==> src/rtl/pgwalk_pkg.sv <==
// Shared types and constants for the translation table walker.
// Assumes 32-bit entries with the type in bits [1:0].
package pgwalk_pkg;
    typedef enum logic [2:0] {
        ST_IDLE, ST_RD_CTX, ST_RD_L1, ST_RD_L2, ST_RD_L3, ST_WBACK, ST_DONE
    } walk_state_t;

    localparam logic [1:0] ET_INVALID = 2'd0;
    localparam logic [1:0] ET_TABLE   = 2'd1;
    localparam logic [1:0] ET_PAGE    = 2'd2;
    localparam logic [1:0] ET_RSVD    = 2'd3;

    localparam logic [2:0] FT_INVALID = 3'd1;
    localparam logic [2:0] FT_BADTYPE = 3'd4;

    localparam int ENT_W  = 32;
    localparam int REF_BIT = 5;
    localparam int MOD_BIT = 6;
    localparam int PPN_LO  = 8;
endpackage

==> src/rtl/pgwalk_addr.sv <==
// Next read address generator.
// Level 0 addresses the context table, levels 1..3 index the table named by
// the previous descriptor with a slice of the virtual page number.
// Assumes PA_W = 30 + 6 so a shifted descriptor pointer fills the address.
module pgwalk_addr #(
    parameter int CTX_W  = 8,
    parameter int PA_W   = 36,
    parameter int I1_W   = 8,
    parameter int I2_W   = 6,
    parameter int I3_W   = 6
) (
    input  logic [1:0]                 lvl,
    input  logic [PA_W-5:0]            root,
    input  logic [CTX_W-1:0]           ctx,
    input  logic [31:2]                desc_ptr,
    input  logic [I1_W+I2_W+I3_W-1:0]  vpn,
    output logic [PA_W-1:0]            addr
);
    localparam int VPN_W = I1_W + I2_W + I3_W;

    logic [PA_W-1:0] ctx_base;
    logic [PA_W-1:0] tbl_base;
    logic [PA_W-1:0] idx_off;

    // Base addresses for the context table and for a pointed-to table
    always_comb begin
        ctx_base = {root, 4'b0000};
        tbl_base = PA_W'({desc_ptr, 6'b000000});
    end

    // Select the word index for the requested level
    always_comb begin
        case (lvl)
            2'd1:    idx_off = PA_W'({vpn[VPN_W-1 -: I1_W], 2'b00});
            2'd2:    idx_off = PA_W'({vpn[I2_W+I3_W-1 -: I2_W], 2'b00});
            2'd3:    idx_off = PA_W'({vpn[I3_W-1:0], 2'b00});
            default: idx_off = PA_W'({ctx, 2'b00});
        endcase
    end

    // Final address: base chosen by level plus the index offset
    always_comb begin
        addr = ((lvl == 2'd0) ? ctx_base : tbl_base) + idx_off;
    end
endmodule

==> src/rtl/pgwalk_decode.sv <==
// Entry classifier: decides whether an entry read at a given level
// continues the walk, ends it with a page, or ends it with a fault.
// Fault code layout is level in [9:8] and cause in [4:2].
module pgwalk_decode
    import pgwalk_pkg::*;
(
    input  logic [1:0] lvl,
    input  logic [1:0] etype,
    output logic       is_next,
    output logic       is_leaf,
    output logic       is_fault,
    output logic [9:0] code
);
    logic [2:0] cause;

    // Classify by entry type, with level-dependent misplacement rules
    always_comb begin
        is_next  = 1'b0;
        is_leaf  = 1'b0;
        is_fault = 1'b0;
        cause    = 3'd0;
        case (etype)
            ET_INVALID: begin is_fault = 1'b1; cause = FT_INVALID; end
            ET_RSVD:    begin is_fault = 1'b1; cause = FT_BADTYPE; end
            ET_PAGE: begin
                if (lvl == 2'd0) begin is_fault = 1'b1; cause = FT_BADTYPE; end
                else              is_leaf  = 1'b1;
            end
            default: begin
                if (lvl == 2'd3) begin is_fault = 1'b1; cause = FT_BADTYPE; end
                else              is_next  = 1'b1;
            end
        endcase
    end

    // Pack the level-tagged fault code
    always_comb begin
        code = is_fault ? {lvl, 3'b000, cause, 2'b00} : 10'd0;
    end
endmodule

==> src/rtl/pgwalk_leaf.sv <==
// Page entry resolver: forms the physical address from the entry's page
// number and the in-page offset that the leaf level selects, and decides
// whether the referenced/modified bits must be written back.
module pgwalk_leaf #(
    parameter int PA_W   = 36,
    parameter int PAGE_W = 12,
    parameter int I2_W   = 6,
    parameter int I3_W   = 6
) (
    input  logic [1:0]                   lvl,
    input  logic [31:8]                  ppn,
    input  logic                         ref_bit,
    input  logic                         mod_bit,
    input  logic                         is_store,
    input  logic [PAGE_W+I2_W+I3_W-1:0]  va_lo,
    output logic [PA_W-1:0]              pa,
    output logic                         need_wb,
    output logic                         set_mod
);
    localparam int LO_W = PAGE_W + I2_W + I3_W;

    logic [PA_W-1:0] off [1:3];

    // One offset per leaf level, widest for level 1
    for (genvar k = 1; k <= 3; k++) begin : g_off
        localparam int W = PAGE_W + ((k <= 1) ? I2_W : 0) + ((k <= 2) ? I3_W : 0);
        assign off[k] = PA_W'(va_lo[W-1:0]);
    end

    // Physical address: page frame plus the level's offset
    always_comb begin
        pa = PA_W'({ppn, {PAGE_W{1'b0}}}) + ((lvl == 2'd0) ? '0 : off[lvl]);
    end

    // Write-back needed when referenced is missing or a store finds modified clear
    always_comb begin
        set_mod = is_store && !mod_bit;
        need_wb = !ref_bit || set_mod;
    end

    logic unused_lo;
    assign unused_lo = ^va_lo[LO_W-1:0] & 1'b0;
endmodule

==> src/rtl/pgwalk_top.sv <==
// Translation table walker top: FSM that reads the context entry, then up
// to three table levels, optionally writes back the updated page entry and
// presents the result for one cycle of done. One walk at a time; start is
// ignored while busy. The memory port allows one request in flight; every
// request, read or write, is answered by one mem_rvalid pulse.
module pgwalk_top
    import pgwalk_pkg::*;
#(
    parameter int CTX_W  = 8,
    parameter int PAGE_W = 12,
    parameter int I1_W   = 8,
    parameter int I2_W   = 6,
    parameter int I3_W   = 6
) (
    input  logic                     clk,
    input  logic                     rst_n,
    input  logic                     start,
    input  logic [31:0]              ctx_root,
    input  logic [CTX_W-1:0]         ctx_num,
    input  logic [31:0]              vaddr,
    input  logic                     is_store,
    output logic                     busy,
    output logic                     done,
    output logic                     fault,
    output logic [9:0]               fault_code,
    output logic [1:0]               page_size,
    output logic [35:0]              paddr,
    output logic [31:0]              entry,
    output logic [2:0]               perm,
    output logic                     mem_req,
    output logic                     mem_we,
    output logic [35:0]              mem_addr,
    output logic [31:0]              mem_wdata,
    input  logic                     mem_rvalid,
    input  logic [31:0]              mem_rdata
);
    localparam int VA_W  = PAGE_W + I1_W + I2_W + I3_W;
    localparam int VPN_W = I1_W + I2_W + I3_W;
    localparam int LO_W  = PAGE_W + I2_W + I3_W;
    localparam int PA_W  = 36;

    walk_state_t      state;
    logic             issued;
    logic [VA_W-1:0]  va_q;
    logic [31:0]      root_q;
    logic [CTX_W-1:0] ctx_q;
    logic             store_q;
    logic [PA_W-1:0]  addr_q;
    logic [31:0]      wdata_q;

    logic [1:0]       cur_lvl;
    logic [1:0]       gen_lvl;
    logic [PA_W-1:0]  gen_addr;
    logic             dec_next, dec_leaf, dec_fault;
    logic [9:0]       dec_code;
    logic [PA_W-1:0]  leaf_pa;
    logic             leaf_wb, leaf_setm;
    logic [31:0]      wb_value;

    // Level of the entry currently being read
    always_comb begin
        case (state)
            ST_RD_L1: cur_lvl = 2'd1;
            ST_RD_L2: cur_lvl = 2'd2;
            ST_RD_L3: cur_lvl = 2'd3;
            default:  cur_lvl = 2'd0;
        endcase
    end

    // Address generator level: context when idle, otherwise the next level
    assign gen_lvl = (state == ST_IDLE) ? 2'd0 : cur_lvl + 2'd1;

    pgwalk_addr #(.CTX_W(CTX_W), .PA_W(PA_W), .I1_W(I1_W), .I2_W(I2_W), .I3_W(I3_W)) u_addr (
        .lvl      (gen_lvl),
        .root     ((state == ST_IDLE) ? ctx_root : root_q),
        .ctx      ((state == ST_IDLE) ? ctx_num  : ctx_q),
        .desc_ptr (mem_rdata[31:2]),
        .vpn      (va_q[VA_W-1 -: VPN_W]),
        .addr     (gen_addr)
    );

    pgwalk_decode u_dec (
        .lvl      (cur_lvl),
        .etype    (mem_rdata[1:0]),
        .is_next  (dec_next),
        .is_leaf  (dec_leaf),
        .is_fault (dec_fault),
        .code     (dec_code)
    );

    pgwalk_leaf #(.PA_W(PA_W), .PAGE_W(PAGE_W), .I2_W(I2_W), .I3_W(I3_W)) u_leaf (
        .lvl      (cur_lvl),
        .ppn      (mem_rdata[31:PPN_LO]),
        .ref_bit  (mem_rdata[REF_BIT]),
        .mod_bit  (mem_rdata[MOD_BIT]),
        .is_store (store_q),
        .va_lo    (va_q[LO_W-1:0]),
        .pa       (leaf_pa),
        .need_wb  (leaf_wb),
        .set_mod  (leaf_setm)
    );

    // Updated entry value for the write-back
    always_comb begin
        wb_value = mem_rdata;
        wb_value[REF_BIT] = 1'b1;
        if (leaf_setm) wb_value[MOD_BIT] = 1'b1;
    end

    // Memory port: one request per state visit, held address
    assign mem_req   = (state inside {ST_RD_CTX, ST_RD_L1, ST_RD_L2, ST_RD_L3, ST_WBACK}) && !issued;
    assign mem_we    = (state == ST_WBACK);
    assign mem_addr  = addr_q;
    assign mem_wdata = wdata_q;

    // Status decoded from state
    assign busy = (state != ST_IDLE) && (state != ST_DONE);
    assign done = (state == ST_DONE);
    assign perm = entry[4:2];

    // Walk sequencer and result registers
    always_ff @(posedge clk) begin
        if (!rst_n) begin
            state      <= ST_IDLE;
            issued     <= 1'b0;
            va_q       <= '0;
            root_q     <= '0;
            ctx_q      <= '0;
            store_q    <= 1'b0;
            addr_q     <= '0;
            wdata_q    <= '0;
            fault      <= 1'b0;
            fault_code <= '0;
            page_size  <= '0;
            paddr      <= '0;
            entry      <= '0;
        end else begin
            if (mem_req) issued <= 1'b1;
            case (state)
                ST_IDLE: begin
                    if (start) begin
                        va_q       <= vaddr;
                        root_q     <= ctx_root;
                        ctx_q      <= ctx_num;
                        store_q    <= is_store;
                        addr_q     <= gen_addr;
                        issued     <= 1'b0;
                        fault      <= 1'b0;
                        fault_code <= '0;
                        page_size  <= '0;
                        paddr      <= '0;
                        state      <= ST_RD_CTX;
                    end
                end
                ST_RD_CTX, ST_RD_L1, ST_RD_L2, ST_RD_L3: begin
                    if (mem_rvalid && issued) begin
                        entry <= mem_rdata;
                        if (dec_fault) begin
                            fault      <= 1'b1;
                            fault_code <= dec_code;
                            state      <= ST_DONE;
                        end else if (dec_leaf) begin
                            paddr     <= leaf_pa;
                            page_size <= cur_lvl;
                            if (leaf_wb) begin
                                entry   <= wb_value;
                                wdata_q <= wb_value;
                                issued  <= 1'b0;
                                state   <= ST_WBACK;
                            end else begin
                                state <= ST_DONE;
                            end
                        end else if (dec_next) begin
                            addr_q <= gen_addr;
                            issued <= 1'b0;
                            case (state)
                                ST_RD_CTX: state <= ST_RD_L1;
                                ST_RD_L1:  state <= ST_RD_L2;
                                default:   state <= ST_RD_L3;
                            endcase
                        end
                    end
                end
                ST_WBACK: begin
                    if (mem_rvalid && issued) state <= ST_DONE;
                end
                default: state <= ST_IDLE;
            endcase
        end
    end

    // Completion strobe never lasts two cycles
    AST_DONE_PULSE: assert property (@(posedge clk) disable iff (!rst_n)
        done |=> !done);
    // Memory is only touched during a walk
    AST_REQ_IN_WALK: assert property (@(posedge clk) disable iff (!rst_n)
        mem_req |-> busy);
    // A walk begins only from a start request
    AST_BUSY_FROM_START: assert property (@(posedge clk) disable iff (!rst_n)
        $rose(busy) |-> $past(start));
    // Every write-back carries the referenced bit
    AST_WB_SETS_REF: assert property (@(posedge clk) disable iff (!rst_n)
        (mem_req && mem_we) |-> mem_wdata[REF_BIT]);
    // Fault codes have only a level and one of the two causes
    AST_FAULT_SHAPE: assert property (@(posedge clk) disable iff (!rst_n)
        (done && fault) |-> (fault_code[7:5] == 3'd0 && fault_code[1:0] == 2'd0 &&
                             (fault_code[4:2] == 3'd1 || fault_code[4:2] == 3'd4)));
    // A successful walk always reports a page size
    AST_LEAF_SIZE: assert property (@(posedge clk) disable iff (!rst_n)
        (done && !fault) |-> (page_size != 2'd0));
endmodule

==> config.mk <==
export PLATFORM = sky130hd
export DESIGN_NAME = pgwalk_top
export DESIGN_NICKNAME = d
export VERILOG_FILES = /design/src/rtl/pgwalk_pkg.sv /design/src/rtl/pgwalk_addr.sv /design/src/rtl/pgwalk_decode.sv /design/src/rtl/pgwalk_leaf.sv /design/src/rtl/pgwalk_top.sv
export SDC_FILE = /design/constraint.sdc
export NUM_CORES = 1
export LEC_CHECK = 0
export BUFFER_PORTS_ARGS = -buffer_cell sky130_fd_sc_hd__buf_4
export CORE_MARGIN = 10
export CORE_UTILIZATION = 54
export CTS_CLUSTER_DIAMETER = 60
export DETAILED_ROUTE_END_ITERATION = 16
export PLACE_DENSITY_LB_ADDON = 0.3
export SLEW_MARGIN = 10
export SYNTH_ARGS = -nofsm -noshare
export SYNTH_HDL_FRONTEND = slang
export SYNTH_SLANG_ARGS = --single-unit
==> constraint.sdc <==
create_clock -name clk -period 5.45 [get_ports clk]
set_input_delay 1.635 -clock clk [delete_from_list [all_inputs] [get_ports clk]]
set_output_delay 1.635 -clock clk [all_outputs]
set_load 0.01 [all_outputs]
==> metrics.txt <==
Slew Limit Fails 0; critical path's top delay family flip-flops; clock buffer depth 3; internal reg-to-reg setup slack 1.35 ns; Max-slew headroom 31.3%; Core Region around 19000 µm²; gr usage total 26.0%; sw frac 33.5%; Clock Sinks 218; CP max stage cell dfxtp_2; Port Buf Inserts 256; Root Buffer clkbuf_16; total grt overflow 0; Die X 160 µm; Worst Setup SP state[2]$_SDFFE_PN0P_; Final Setup Violations 0; peak supply drop 0.240 mV; Hold Buf Count CTS 0; combinational power share between 20% and 30%; vias in the first global route approximately 10000; Num CTS Buffers 25; Post-Synthesis Cell Area roughly 11000 µm²; Top Ports 265; Worst EP arrival 2.54 ns; MaxCap Viol Count 0; Post-synth EDFFs 0; row count 51; Ys Warns 0; CP peak stage delay between 0.8 and 0.9 ns; Levels on crit path 4; Seq/Total Area, Yosys 41.0%; power per standard cell area ~350 nW/µm²; final worst-path setup slack 1.27 ns; CP required approximately 3.8 ns; post-synthesis area per instance 7.90 µm²; fill count 1663; RSZ-0062 raised after global routing false; CTS H-tree lvls 1; clock latency on the worst-skew pair 0.53 ns; die height 160 µm; CP Launch Type register; Internal Dissipation 3.15 mW; outcome completed; setup TNS 0 ns; first-pass GRT wire length 55300 µm; clock power share roughly a third; DRC 0; Net Sw Power around 1.6 mW; layout cell share with drive strength beyond 1 between 20 and 25%; routability cong. 0.910; worst min path class reg -> reg; Starting Density 54.9%; final-report hold violation count 0; crit-path cells buf_4, nor3_1, a211oi_1, buf_4; Peak Freq 239 MHz; CTS tree done; crit path capture mem_req; WP buf/inv 2; reg2reg end mem_addr[22]$_SDFFE_PN0P_; Antenna Nets Post-Route 0; RR Startpoint state[2]$_SDFFE_PN0P_; final worst path period share 76.7%; Critical Path Most Common Cell buf_4; Die ar. around 26000 µm²; clock skew 0.0188 ns; dominant synthesized flop cell dfxtp_1; fin crit period approximately 4.2 ns; Synth cell types between 60 and 70; drt pass-1 iters 5; Clock transition at path regs 0.06 ns; Mapped Cells ~1300; #FFs+latches synth ~220; ys async rst share 0%; dpl hpwl between 20000 and 30000 µm; initial antenna violation count 0; Resized cells post-CTS 0; WL/cell between 15 and 20 µm; Slew @ Worst Pin 1.03 ns; share of power burned in registers approximately two fifths; largest net degree at the start of global routing 81; Pleak 5.49 nW; Vias/cell around 5.7; final net count 1683; Routed WL 35400 µm; initial DRC count 758; Syn-to-layout area delta 25.7%; DR vias 10403; Critical Path End Type primary output; ant diodes 0; reg2reg path depth 11; Crit Path Class reg -> out; number of setup buffers added after CTS 0; Placement Setup Slack 0.984 ns; crit path max fanout 39
==> metal layers <==
metal	part of all wire, %	track usage, %
met4	2.2	6.39
met2	47	42.5
met3	8.7	5.29
met5	0	0
met1	42	34.3
==> sequential cells by signal, indices dropped and copies added (netlist names) <==
name	count
paddr	36
mem_addr	34
entry	32
mem_wdata	32
root_q	32
va_q	32
ctx_q	8
fault_code	4
state	3
page_size	2
fault	1
issued	1
store_q	1
==> area by class of cell <==
type,count,area [µm²],share of cell area [%]
multi-input combinational,1025,5840,43.6
timing repair buffer,273,2050,15.3
inverter,8,35.0,0.262
clock buffer,36,707,5.28
clock inverter,8,56.3,0.421
tap,265,332,2.48
sequential,218,4370,32.6
==> power groups by stage <==
stage                     logic [mW]  clock network (mW)  registers (mW)
final                           1.32                1.59            1.84
after global routing            1.43                1.67            1.85
after CTS                       1.31                1.60            1.83
after detailed placement        1.30                   0            1.87
after global placement          1.27                   0            1.86
after floorplan                0.827                   0            1.87
==> cell usage after synthesis, drive strengths merged, types with 6 or more instances <==
cell type	instances	area share (%)
o211ai	8	0.56
xor2	21	1.7
ha	21	2.5
buf	23	1.6
dfxtp	218	41
a211oi	22	1.6
o21a	10	0.71
a21o	8	0.56
and3	7	0.41
o21ai	58	2.7
xnor2	25	2.1
or3	11	0.65
and2	19	1.1
nand3	35	1.6
mux2i	50	4.7
inv	8	0.28
or2	6	0.38
nor4	12	1.0
a21oi	194	9.1
nand2	343	12
clkbuf	81	2.9
nor3	21	0.99
nor2	62	2.3
mux2	18	1.9
==> worst reg2reg max path, cell delays in order, from the launching register on <==
cell and delay (ns):
dfxtp_2 0.55, nor2b_1 0.90, a22oi_1 0.18, o21a_1 0.21, ha_1 0.25, fa_1 0.44, a211o_1 0.33, a21oi_1 0.12
nand2b_1 0.48, nor4_1 0.16, xor2_1 0.17, a211oi_1 0.23
==> metrics by stage <==
stage	cells	utilization [%]	hold WS (ns)	area, µm²	power, mW
4_1_cts	1833	69.0	0.454	13400	4.74
2_1_floorplan	1355	-	0.433	10700	2.70
3_3_place_gp	1789	65.0	0.438	12600	3.13
6_report	1833	69.0	0.451	13400	4.74
5_1_grt	1833	69.0	0.472	13400	4.95
3_5_place_dp	1789	65.0	0.446	12600	3.16
==> placed cells by master, fill, tap and decap left out, drive strengths merged, types with 22 or more instances in the layout <==
| master | instances |
|---|---|
| a211oi | 22 |
| a21oi | 194 |
| buf | 273 |
| clkbuf | 36 |
| dfxtp | 218 |
| mux2i | 50 |
| nand2 | 343 |
| nand3 | 35 |
| nor2 | 62 |
| o21ai | 58 |
| xnor2 | 25 |
==> cell families after synthesis <==
family                     after synthesis  synth area share [%]
AOI/OAI and AO/OA                      334                  17.9
DFF                                    218                  41.0
xor gates and xnor gates                46                  3.78
and+or+nand+nor                        546                  23.1
muxes                                   68                  6.64
adders and majority gates               23                  2.84
other                                    1                0.0352
buffers and inverters                  112                  4.76
==> worst min-delay path by stage <==
stage	start	end	slack [ns]	cells past startpoint
floorplan	root_q[12]$_SDFFE_PN0P_	root_q[12]$_SDFFE_PN0P_	0.43	2
global placement	root_q[28]$_SDFFE_PN0P_	root_q[28]$_SDFFE_PN0P_	0.44	2
detailed placement	paddr[25]$_SDFFE_PN0P_	paddr[25]$_SDFFE_PN0P_	0.45	2
CTS	paddr[16]$_SDFFE_PN0P_	paddr[16]$_SDFFE_PN0P_	0.45	2
global route	root_q[24]$_SDFFE_PN0P_	root_q[24]$_SDFFE_PN0P_	0.47	2
finish	paddr[3]$_SDFFE_PN0P_	paddr[3]$_SDFFE_PN0P_	0.45	2
Power figures use the tool's default switching activity.
